--- src/rtl/cab_pkg.sv ---
package cab_pkg;
    typedef enum logic [0:0] {
        TRAP_IDLE = 1'b0,
        TRAP_PEND = 1'b1
    } trap_state_e;
endpackage

--- src/rtl/cab_bitmap_stack.sv ---
module cab_bitmap_stack #(
    parameter int WIDTH = 8,
    parameter int DEPTH = 16,
    localparam int CNT_W = $clog2(DEPTH + 1),
    localparam int PTR_W = (DEPTH > 1) ? $clog2(DEPTH) : 1
) (
    input  logic             clk,
    input  logic             rst_n,
    input  logic             push,
    input  logic             pop,
    input  logic [WIDTH-1:0] wdata,
    output logic [WIDTH-1:0] rdata,
    output logic [CNT_W-1:0] count,
    output logic             full,
    output logic             empty,
    output logic             ovf,
    output logic             unf
);
    logic [WIDTH-1:0] mem [DEPTH];
    logic [PTR_W-1:0] wr_idx;
    logic [PTR_W-1:0] top_idx;

    assign full    = (count == CNT_W'(DEPTH));
    assign empty   = (count == '0);
    assign wr_idx  = PTR_W'(count);
    assign top_idx = PTR_W'(count - 1'b1);
    assign rdata   = empty ? '0 : mem[top_idx];

    // storage carries no reset; only entries below count are ever read
    always_ff @(posedge clk) begin
        if (push && !full) begin
            mem[wr_idx] <= wdata;
        end
    end

    always_ff @(posedge clk) begin
        if (!rst_n) begin
            count <= '0;
            ovf   <= 1'b0;
            unf   <= 1'b0;
        end else begin
            if (push) begin
                if (full) ovf <= 1'b1;
                else      count <= count + 1'b1;
            end else if (pop) begin
                if (empty) unf <= 1'b1;
                else       count <= count - 1'b1;
            end
        end
    end
endmodule

--- src/rtl/cab_acq_reg.sv ---
module cab_acq_reg #(
    parameter int N_SLOTS = 8,
    localparam int SLOT_W = (N_SLOTS > 1) ? $clog2(N_SLOTS) : 1
) (
    input  logic               clk,
    input  logic               rst_n,
    input  logic               acq_valid,
    input  logic [SLOT_W-1:0]  acq_slot,
    input  logic               do_push,
    input  logic               do_pop,
    input  logic [N_SLOTS-1:0] pop_data,
    output logic [N_SLOTS-1:0] acq_bits,
    output logic [N_SLOTS-1:0] merged
);
    logic [N_SLOTS-1:0] slot_bit;

    assign slot_bit = acq_valid ? ({{(N_SLOTS-1){1'b0}}, 1'b1} << acq_slot) : '0;
    assign merged   = acq_bits | slot_bit;

    always_ff @(posedge clk) begin
        if (!rst_n) begin
            acq_bits <= '0;
        end else if (do_push) begin
            acq_bits <= '0;
        end else if (do_pop) begin
            acq_bits <= pop_data;
        end else begin
            acq_bits <= merged;
        end
    end
endmodule

--- src/rtl/cab_release_trap.sv ---
module cab_release_trap
    import cab_pkg::*;
#(
    parameter int N_SLOTS = 8
) (
    input  logic               clk,
    input  logic               rst_n,
    input  logic               wr_en,
    input  logic [N_SLOTS-1:0] wr_data,
    input  logic               ack,
    output logic               trap_req,
    output logic [N_SLOTS-1:0] trap_mask
);
    trap_state_e state_q, state_d;
    logic [N_SLOTS-1:0] mask_d;
    logic               live;

    assign live = wr_en && (wr_data != '0);

    always_comb begin
        state_d = state_q;
        mask_d  = trap_mask;
        unique case (state_q)
            TRAP_IDLE: begin
                if (live) begin          // RAISE
                    state_d = TRAP_PEND;
                    mask_d  = wr_data;
                end
            end
            TRAP_PEND: begin
                if (ack && live) begin   // REPLACE
                    mask_d = wr_data;
                end else if (ack) begin  // CLEAR
                    state_d = TRAP_IDLE;
                    mask_d  = '0;
                end else if (live) begin // MERGE
                    mask_d = trap_mask | wr_data;
                end
            end
            default: begin
                state_d = TRAP_IDLE;
                mask_d  = '0;
            end
        endcase
    end

    always_ff @(posedge clk) begin
        if (!rst_n) state_q <= TRAP_IDLE;
        else        state_q <= state_d;
    end

    always_ff @(posedge clk) begin
        if (!rst_n) trap_mask <= '0;
        else        trap_mask <= mask_d;
    end

    assign trap_req = (state_q == TRAP_PEND);
endmodule

--- src/rtl/cab_exit_ctrl.sv ---
module cab_exit_ctrl #(
    parameter int N_SLOTS     = 8,
    parameter int STACK_DEPTH = 16,
    localparam int SLOT_W = (N_SLOTS > 1) ? $clog2(N_SLOTS) : 1,
    localparam int CNT_W  = $clog2(STACK_DEPTH + 1)
) (
    input  logic               clk,
    input  logic               rst_n,
    input  logic               acq_valid,
    input  logic [SLOT_W-1:0]  acq_slot,
    input  logic               call_push,
    input  logic               ret_pop,
    input  logic               rel_wr,
    input  logic [N_SLOTS-1:0] rel_wdata,
    input  logic               trap_ack,
    output logic [N_SLOTS-1:0] acq_bits,
    output logic               trap_req,
    output logic [N_SLOTS-1:0] trap_mask,
    output logic [CNT_W-1:0]   stk_depth,
    output logic               stk_full,
    output logic               stk_empty,
    output logic               ovf_flag,
    output logic               unf_flag
);
    logic               do_push;
    logic               do_pop;
    logic [N_SLOTS-1:0] merged;
    logic [N_SLOTS-1:0] saved;
    logic               rel_en;
    logic [N_SLOTS-1:0] rel_val;

    // simultaneous call and return cancel each other
    assign do_push = call_push && !ret_pop;
    assign do_pop  = ret_pop && !call_push;

    // an epilogue release takes precedence over a direct write
    assign rel_en  = do_pop || rel_wr;
    assign rel_val = do_pop ? merged : rel_wdata;

    cab_acq_reg #(.N_SLOTS(N_SLOTS)) u_acq (
        .clk      (clk),
        .rst_n    (rst_n),
        .acq_valid(acq_valid),
        .acq_slot (acq_slot),
        .do_push  (do_push),
        .do_pop   (do_pop),
        .pop_data (saved),
        .acq_bits (acq_bits),
        .merged   (merged)
    );

    cab_bitmap_stack #(.WIDTH(N_SLOTS), .DEPTH(STACK_DEPTH)) u_stack (
        .clk  (clk),
        .rst_n(rst_n),
        .push (do_push),
        .pop  (do_pop),
        .wdata(merged),
        .rdata(saved),
        .count(stk_depth),
        .full (stk_full),
        .empty(stk_empty),
        .ovf  (ovf_flag),
        .unf  (unf_flag)
    );

    cab_release_trap #(.N_SLOTS(N_SLOTS)) u_trap (
        .clk      (clk),
        .rst_n    (rst_n),
        .wr_en    (rel_en),
        .wr_data  (rel_val),
        .ack      (trap_ack),
        .trap_req (trap_req),
        .trap_mask(trap_mask)
    );
endmodule

--- config.mk ---
export PLATFORM = sky130hd
export DESIGN_NAME = cab_exit_ctrl
export DESIGN_NICKNAME = d
export VERILOG_FILES = /design/src/rtl/cab_pkg.sv /design/src/rtl/cab_bitmap_stack.sv /design/src/rtl/cab_acq_reg.sv /design/src/rtl/cab_release_trap.sv /design/src/rtl/cab_exit_ctrl.sv
export SDC_FILE = /design/constraint.sdc
export NUM_CORES = 1
export LEC_CHECK = 0
export ABC_AREA = 1
export BUFFER_PORTS_ARGS = -buffer_cell sky130_fd_sc_hd__buf_4
export CAP_MARGIN = 20
export CORE_MARGIN = 1.5
export CORE_UTILIZATION = 52
export DETAILED_ROUTE_END_ITERATION = 10
export PLACE_DENSITY_LB_ADDON = 0.08
export REMOVE_ABC_BUFFERS = 1
export SYNTH_ARGS = -nofsm -noshare
export SYNTH_HDL_FRONTEND = slang
export SYNTH_HIERARCHICAL = 1
export SYNTH_SLANG_ARGS = --single-unit
--- constraint.sdc ---
create_clock -name clk -period 6.45 [get_ports clk]
set_clock_uncertainty 0.1 [all_clocks]
set_input_delay 1.29 -clock clk [delete_from_list [all_inputs] [get_ports clk]]
set_output_delay 1.29 -clock clk [all_outputs]
set_load 0.005 [all_outputs]
Word-level counts from Yosys, hierarchy flattened. Memory sizes are Yosys's and may differ from the RTL's. Index checks and enable logic that the tools add are counted.

Add/subtract/negate cells: 2. Multiply operators: 0. Divide/modulo/power cells: 0. Order comparisons: 0. Equality and inequality tests: 5. Shift operators: 1. Mux-type cells: 19. Bitwise operators: 5. Reductions and logical operators: 17.

Operator list (count): two-way mux 8 bit (8); two-way mux 5 bit (4); OR 8 bit (2); case mux 8 bit (2 select lines) (1); nonzero test 8 bit (1); << shifter 1 x 3 -> 8 bit, first input constant (1); AND reduction 3 bit (2); adder 5 x 1 -> 5 bit, second input constant (1); == test 5 bit, second input constant (1); logical AND 1 bit (5); logical NOT 5 bit (1); two-way mux 1 bit (5); subtractor 5 x 1 -> 5 bit, second input constant (1); inequality test 2 x 1 -> 1 bit, second input constant (2); inequality test 4 bit, second input constant (1); AND reduction 2 bit (2); logical NOT 1 bit (3); inverter 1 bit (3); inequality test 2 bit, second input constant (1); case mux 1 bit (2 select lines) (1); nonzero test 2 bit (1); OR reduction 2 bit (1); logical OR 1 bit (1).

Register bits: 24. Bits in latches: 0. RAM bits: 128. ROM bits: 0. Input port bits: 18. Memories: 1.

Memory list: u_stack.mem (words 16, bits a word 8, rd ports 1, clocked after memory_dff 0, write ports 1, line cab_bitmap_stack.sv:19) `logic [WIDTH-1:0] mem [DEPTH];`.

Logic depth before layout (Yosys ltp). Gate-level depths: netlist (run 1).

Depth in word-level cells: 10. Gate-level depth with buffers: 17. Depth with buffers taken out: 13.

Modules after synthesis. Netlist (run 1), hierarchy kept.

Modules (own cells, without submodules): cab_bitmap_stack (times used 1, cells each 526, area an instance 5759.3 um^2, seq. area each 3983.8 um^2); cab_acq_reg (times used 1, cells each 87, area an instance 506.7 um^2, seq. area each 160.2 um^2); cab_release_trap (times used 1, cells each 56, area an instance 430.4 um^2, seq. area each 180.2 um^2); cab_exit_ctrl (times used 1, cells each 31, area an instance 155.1 um^2, seq. area each 0.0 um^2).

Worst setup path before layout (run 1). No wires, ideal clock.

Path kind: in2reg. Start: input ret_pop. End: memory u_stack.mem[8][0], enable pin. Setup time: 0.383 ns. Arrival time: 2.579 ns. Required time: 5.967 ns. Slack: 3.387 ns. Stages: 4. Buffers on the path: 1. Cell sequence: buf_6 nor2_1 nand2_2 nor3_1.

Word-level cells in the longest chain between the ends: 5.

Ends and longest elaborated chain: from (decl) (line cab_exit_ctrl.sv:12) `input logic ret_pop,`; logical NOT 1 bit (line cab_exit_ctrl.sv:33) `assign do_push = call_push && !ret_pop;`; logical AND 1 bit (line cab_exit_ctrl.sv:33); via do_push (line cab_exit_ctrl.sv:25) `logic do_push;`; logical AND 1 bit (line cab_bitmap_stack.sv:31) `if (push && !full) begin`; two-way mux 1 bit (line cab_bitmap_stack.sv:31); two-way mux 1 bit (not written as such) (line cab_bitmap_stack.sv:32) `mem[wr_idx] <= wdata;`; to (decl) (line cab_bitmap_stack.sv:19).

The timed path passes the listed nets, and every way through them passes these cells.

Worst setup path after layout (run 1).
Start: register u_stack.count[1]. End: output stk_empty.

Word-level cells in the longest chain between the ends: 1.

Ends and longest elaborated chain: from (decl) (line cab_bitmap_stack.sv:13) `output logic [CNT_W-1:0] count,`; from (signal assigned) (line cab_bitmap_stack.sv:44) `else count <= count + 1'b1;`; from (signal assigned) (line cab_bitmap_stack.sv:47) `else count <= count - 1'b1;`; logical NOT 5 bit (line cab_bitmap_stack.sv:24) `assign empty = (count == '0);`; to (decl) (line cab_exit_ctrl.sv:21) `output logic stk_empty,`.

Every way passes these cells.

==> results of run 1 <==
## worst max-delay path, stage by stage, from the launching register on
cell,delay [ps]
dfxtp_1,380
inv_1,170
ha_1,320
inv_2,100
nor2_4,130
nand2_2,150
inv_1,170
buf_4,130
## cells by family (layout without fill, tap and decap cells)
logic type | after synthesis | in the layout | synth area share
AOI/OAI and AO/OA | 33 | 33 | 0.0276
xor gates and xnor gates | 2 | 2 | 0.00475
adders and majority gates | 5 | 5 | 0.00913
buffers and inverters | 86 | 139 | 0.0577
DFF | 152 | 152 | 0.631
and+or+nand+nor | 422 | 422 | 0.270
## where the power goes
group / internal (mW) / switching [mW] / total (mW)
logic: 0.141 / 0.333 / 0.474
registers: 1.10 / 0.0162 / 1.12
clock network: 0.563 / 0.381 / 0.944
## layer usage
layer  up-vias  global-route usage  share of wire
met4         0               0.113          0.031
met2       155               0.389           0.49
li1       2409                   -              -
met3        35              0.0547          0.044
met1      2360               0.319           0.43
met5         -                   0              0
## final cells by class
cell class / instances / area [um2]
fill: 1151 / 4900
sequential: 152 / 4330
multi-input combinational: 462 / 2130
clock buffer: 18 / 429
timing repair buffer: 48 / 355
inverter: 59 / 231
tap: 172 / 215
clock inverter: 14 / 129
## registers in the layout, indices dropped and copies added (netlist names)
register,flops
u_acq/acq_bits,8
u_trap/trap_req,1
u_stack/count,5
u_stack/ovf,1
u_stack/unf,1
u_trap/trap_mask,8
u_stack/mem,128
## final timing paths
path	start	end	slack, ps	depth (start not counted)
setup / recovery	u_stack/count[1]	stk_empty	3080	7
hold / removal	u_stack/ovf	u_stack/ovf	360	1
setup reg to reg	u_stack/count[1]	u_acq/acq_bits[2]	3360	12
hold reg to reg	u_stack/ovf	u_stack/ovf	360	1
## cell usage in the layout, fill, tap and decap left out, types with 4 or more instances in the layout
| cell | count |
|---|---|
| nand2_1 | 220 |
| ha_1 | 5 |
| buf_4 | 46 |
| nor2_4 | 4 |
| inv_1 | 39 |
| dfxtp_1 | 23 |
| a21oi_1 | 26 |
| clkbuf_16 | 17 |
| inv_2 | 10 |
| edfxtp_1 | 128 |
| clkinv_1 | 11 |
| nand3_1 | 113 |
| nand2_2 | 11 |
| nor2_1 | 62 |
==> reports/results.txt, run 1 <==
Status -> completed
Postcts setup bufs -> 0
Final setup viols -> 0
Power Total -> 2.54 mW
Slew HR -> 0.365
Antenna violations before repair -> 0
Core Box Area -> 12700 um2
Initial core utilization -> 0.539
Setup crit start kind -> register
Unrepaired setup endpoints after global routing -> no
Least-Margin Pin Slew -> 952 ps
Die width -> 118 um
Diodes inserted -> 0
Global-route wire length before repair -> 25.2 mm
Placed cell count -> 893
Pre-CTS setup slack -> 2910 ps
Synth warn -> 6
CTS H-tree depth -> 4
Synth top area cells -> edfxtp_1 56%, nand2_1 12%, nand3_1 8.3%
Slew Limit Fails -> 0
Hold-fix buffers, CTS -> 0
DRC -> 0
CTS tree -> yes
Reg clk slew, reported paths -> 60 ps
Total Routing Usage GR -> 0.243
Resize count post-CTS -> 0
Post-Syn Area per Cell -> 9.79 um2
I/O pin count -> 44
Sequential fraction of the synthesis area -> 0.631
FMAX -> 297 MHz
CTS Buffer Depth -> 2
Arrival time worst endpoint -> 1980 ps
Remaining Overflow, GRT -> 0
Fin crit period -> 3370 ps
Wire length per cell -> 17.5 um
Largest net degree at the start of global routing -> 71
Number of clock sinks -> 152
Worst hold path type -> register to register
Final WL -> 16.2 mm
Static Leak -> 3.24 nW
Critical path fanouts, max -> 10
Critical Path RT -> 5060 ps
Final-stage net count -> 763
Via count -> 4959
Cell taking the most area after synthesis -> edfxtp_1
Setup CP Type -> register to primary output
Hold Slack -> 365 ps
P per Cell Area -> 324 nW/um2
DR vias/cell -> 5.36
Root buffer cell -> clkbuf_16
Setup crit end kind -> primary output
Die Ht -> 118 um
Post-synthesis register bit count -> 152
Initial DRC count -> 454
Mapped Cells -> 700
Final ANT Viol Nets -> 0
Post-route cell area -> 7820 um2
Mapped cell area -> 6850 um2
Port-buffer cells -> 43
Post-synth top cells -> 220 x nand2_1, 128 x edfxtp_1, 113 x nand3_1, 62 x nor2_1, 39 x inv_1
Top cell type's share of synthesized area -> 0.561
Die ar. -> 13900 um2
Setup WS post-layout -> 3080 ps
Final core occ -> 0.614
Core Rows -> 41
Primary FF master, synth -> edfxtp_1
Netlist cell types -> 34
Area delta synth->final -> 14.1%
Area after DPL -> 7260 um2
Share of layout cells above drive strength 1 -> 0.154
Fin crit share -> 0.522
Final std cells w/o fill -> 925
Hold Vio Cnt, Final -> 0
Post-synth EDFFs -> 128
Detailed-router iteration count before antenna repair -> 5
Most frequent cell after synthesis -> nand2_1
Dpl hpwl -> 10.3 mm
Fraction of registers with async set/reset -> 0
CTS Buf Count -> 17
Vias in the first global route -> 4606
TNS Setup -> 0 ps
Worst skew pair latency -> 430 ps
Routability cong. -> 0.834
Max-cap violations -> 0
Max rail drop VDD -> 0.191 mV
(Power assumes the default switching activity.)
==> run 2: changes to the inputs <==
--- a/config.mk
+++ b/config.mk
@@ -5,7 +5,7 @@
 export SDC_FILE = /design/constraint.sdc
 export NUM_CORES = 1
 export LEC_CHECK = 0
-export ABC_AREA = 1
+export ABC_AREA = 0
 export BUFFER_PORTS_ARGS = -buffer_cell sky130_fd_sc_hd__buf_4
 export CAP_MARGIN = 20
 export CORE_MARGIN = 1.5
==> constraint.sdc (replaced) <==
create_clock -name clk -period 3.25 [get_ports clk]
set_clock_uncertainty 0.1 [all_clocks]
set_input_delay 0.65 -clock clk [delete_from_list [all_inputs] [get_ports clk]]
set_output_delay 0.65 -clock clk [all_outputs]
set_load 0.005 [all_outputs]
==> run 2 against run 1 <==
Effect of this change:
- area after synthesis shrank 5.0%
- cell count shrank 31%
- flip-flop and latch count is the same
- critical endpoint unchanged
- routed wire length shrank 12%
- non-clock buffer count grew 24
- synthesized cell count shrank 46%
- sequential share of layout area grew 0.55 points
- critical path depth shrank 2
- largest power group unchanged
- setup slack lost 2700 ps
- utilization grew 2.5 points
- total power grew 110%
==> reports/results.txt, run 2 <==
Max rail drop VDD -> 0.402 mV
CTS Buf Count -> 17
Arrival time worst endpoint -> 2080 ps
Mapped cell area -> 6510 um2
Area after DPL -> 7150 um2
Largest net degree at the start of global routing -> 31
Static Leak -> 2.87 nW
Worst skew pair latency -> 410 ps
Hold Vio Cnt, Final -> 0
Primary FF master, synth -> edfxtp_1
FF-to-FF setup slack -> 640 ps
Sequential fraction of the synthesis area -> 0.664
WP buf/inv -> 3
Dpl hpwl -> 9.55 mm
Net Sw Power -> 1.44 mW
CP top delay family -> simple AND/OR/NAND/NOR gates
Total Routing Usage GR -> 0.239
Via count -> 3683
Core Box Area -> 12100 um2
Slew Limit Fails -> 0
Detailed-router iteration count before antenna repair -> 5
Final std cells w/o fill -> 636
Reg clk slew, reported paths -> 60 ps
Final-stage net count -> 478
Flop pwr share -> 0.419
Global-route wire length before repair -> 22.1 mm
Placed cell count -> 604
DR vias/cell -> 5.79
Synth warn -> 6
Fin crit period -> 2830 ps
Mapped Cells -> 381
Critical path fanouts, max -> 12
Port-buffer cells -> 43
Slew HR -> 0.633
Setup WS post-layout -> 419 ps
Antenna violations before repair -> 0
Post-Syn Area per Cell -> 17.1 um2
Share of layout cells above drive strength 1 -> 0.333
CTS Buffer Depth -> 2
Most common cell after layout, fill and taps aside -> edfxtp_1
Most frequent cells in the layout -> 128 x edfxtp_1, 71 x buf_4, 32 x mux4_2
Number of clock sinks -> 152
Resize count post-CTS -> 0
Synth top area cells -> edfxtp_1 59%, mux4_2 11%, dfxtp_1 7.4%
Routability cong. -> 0.806
Least-Margin Pin Slew -> 550 ps
TNS Setup -> 0 ps
Max incr delay on CP -> 570 ps
Comb pwr share -> 0.227
Final ANT Viol Nets -> 0
Vias in the first global route -> 3736
Fraction of registers with async set/reset -> 0
FMAX -> 353 MHz
Cell taking the most area after synthesis -> edfxtp_1
Unrepaired setup endpoints after global routing -> no
Die Ht -> 115 um
Area delta synth->final -> 19.0%
Switching share of total power -> 0.264
I/O pin count -> 44
Final setup viols -> 0
Critical Path RT -> 2500 ps
Post-synthesis register bit count -> 152
CTS H-tree depth -> 4
Die ar. -> 13200 um2
CTS tree -> yes
Most frequent cell after synthesis -> edfxtp_1
Clk network pwr share -> 0.354
Setup CP Type -> register to primary output
Initial DRC count -> 305
Post-route cell area -> 7740 um2
Wire length per cell -> 22.3 um
Initial core utilization -> 0.537
P per Cell Area -> 702 nW/um2
Max-cap violations -> 0
Worst hold path type -> register to register
Top reg by flops -> u_stack/mem
Top Registers -> u_stack/mem (128), u_acq/acq_bits (8), u_trap/trap_mask (8)
Fin crit share -> 0.871
Status -> completed
P_int -> 4.00 mW
Crit path cell chain -> inv_1, ha_1, or4b_4, inv_1, buf_4
Root buffer cell -> clkbuf_16
Remaining Overflow, GRT -> 0
Top cell type's share of synthesized area -> 0.591
Post-synth EDFFs -> 128
Hold-fix buffers, CTS -> 0
Core Rows -> 40
Die width -> 115 um
Postcts setup bufs -> 0
DRC -> 0
Netlist cell types -> 48
Pre-CTS setup slack -> 288 ps
Slowest library cell on the worst path -> or4b_4
Diodes inserted -> 0
Most used cell, CP -> inv_1
Final WL -> 14.2 mm
Setup crit start kind -> register
Largest register FFs -> 128
Setup crit end kind -> primary output
Post-synth top cells -> 128 x edfxtp_1, 32 x mux4_2, 24 x dfxtp_1, 19 x nor2_1
## run 2: changes by cell type after synthesis, sizes merged, moves of 8 or more
cell	change
a21o	+8
a21oi	-21
inv	-40
mux2	+9
mux2i	+18
mux4	+32
nand2	-215
nand2b	+15
nand3	-107
nor2	-49
## run 2: area by class of cell
cell class | instances | area, um2
clock buffers | 24 | 492
well taps | 168 | 210
repair buffers | 72 | 553
fillers | 917 | 4370
clock inverters | 8 | 95.1
multi-input cells | 202 | 2030
inverters | 10 | 37.5
flip-flops and latches | 152 | 4330
## run 2: power groups by stage
stage / Clock [mW] / Sequential (mW) / Combinational [mW]
2_1_floorplan: 0 / 2.33 / 0.773
3_3_place_gp: 0 / 2.31 / 1.23
3_5_place_dp: 0 / 2.32 / 1.24
4_1_cts: 1.96 / 2.28 / 1.24
5_1_grt: 2.05 / 2.28 / 1.33
6_report: 1.92 / 2.27 / 1.23
## run 2: stage by stage
step	power, mW	util	hold slack [ps]
after global placement	3.54	0.591	367
after global routing	5.66	0.639	411
after detailed placement	3.56	0.591	376
after CTS	5.48	0.639	395
after floorplan	3.11	-	373
final	5.43	0.639	389
## run 2: routing by layer
metal | vias to the layer above | part of all wire | global-route usage
li1 | 1655 | - | -
met2 | 118 | 0.48 | 0.368
met3 | 17 | 0.051 | 0.0464
met4 | 0 | 0.015 | 0.0889
met1 | 1893 | 0.45 | 0.345
met5 | - | 0 | 0
## run 2: cell families (layout without fill, tap and decap cells)
logic type | after synthesis | in the layout | synth area share
XOR/XNOR | 4 | 4 | 0.00654
AND/OR/NAND/NOR | 89 | 89 | 0.0840
multiplexers | 59 | 59 | 0.159
flip-flops | 152 | 152 | 0.664
AO/OA/AOI/OAI | 45 | 45 | 0.0529
adder cells (fa/ha/maj) | 5 | 5 | 0.00961
buffers and inverters | 27 | 114 | 0.0238
## run 2: final timing paths
check	from	to	cells after the start
worst max-delay path	u_stack/count[0]	stk_empty	5
worst min register to register	u_trap/trap_mask[6]	u_trap/trap_mask[6]	1
worst max register to register	u_stack/count[0]	u_acq/acq_bits[0]	8
worst min-delay path	u_trap/trap_mask[6]	u_trap/trap_mask[6]	1
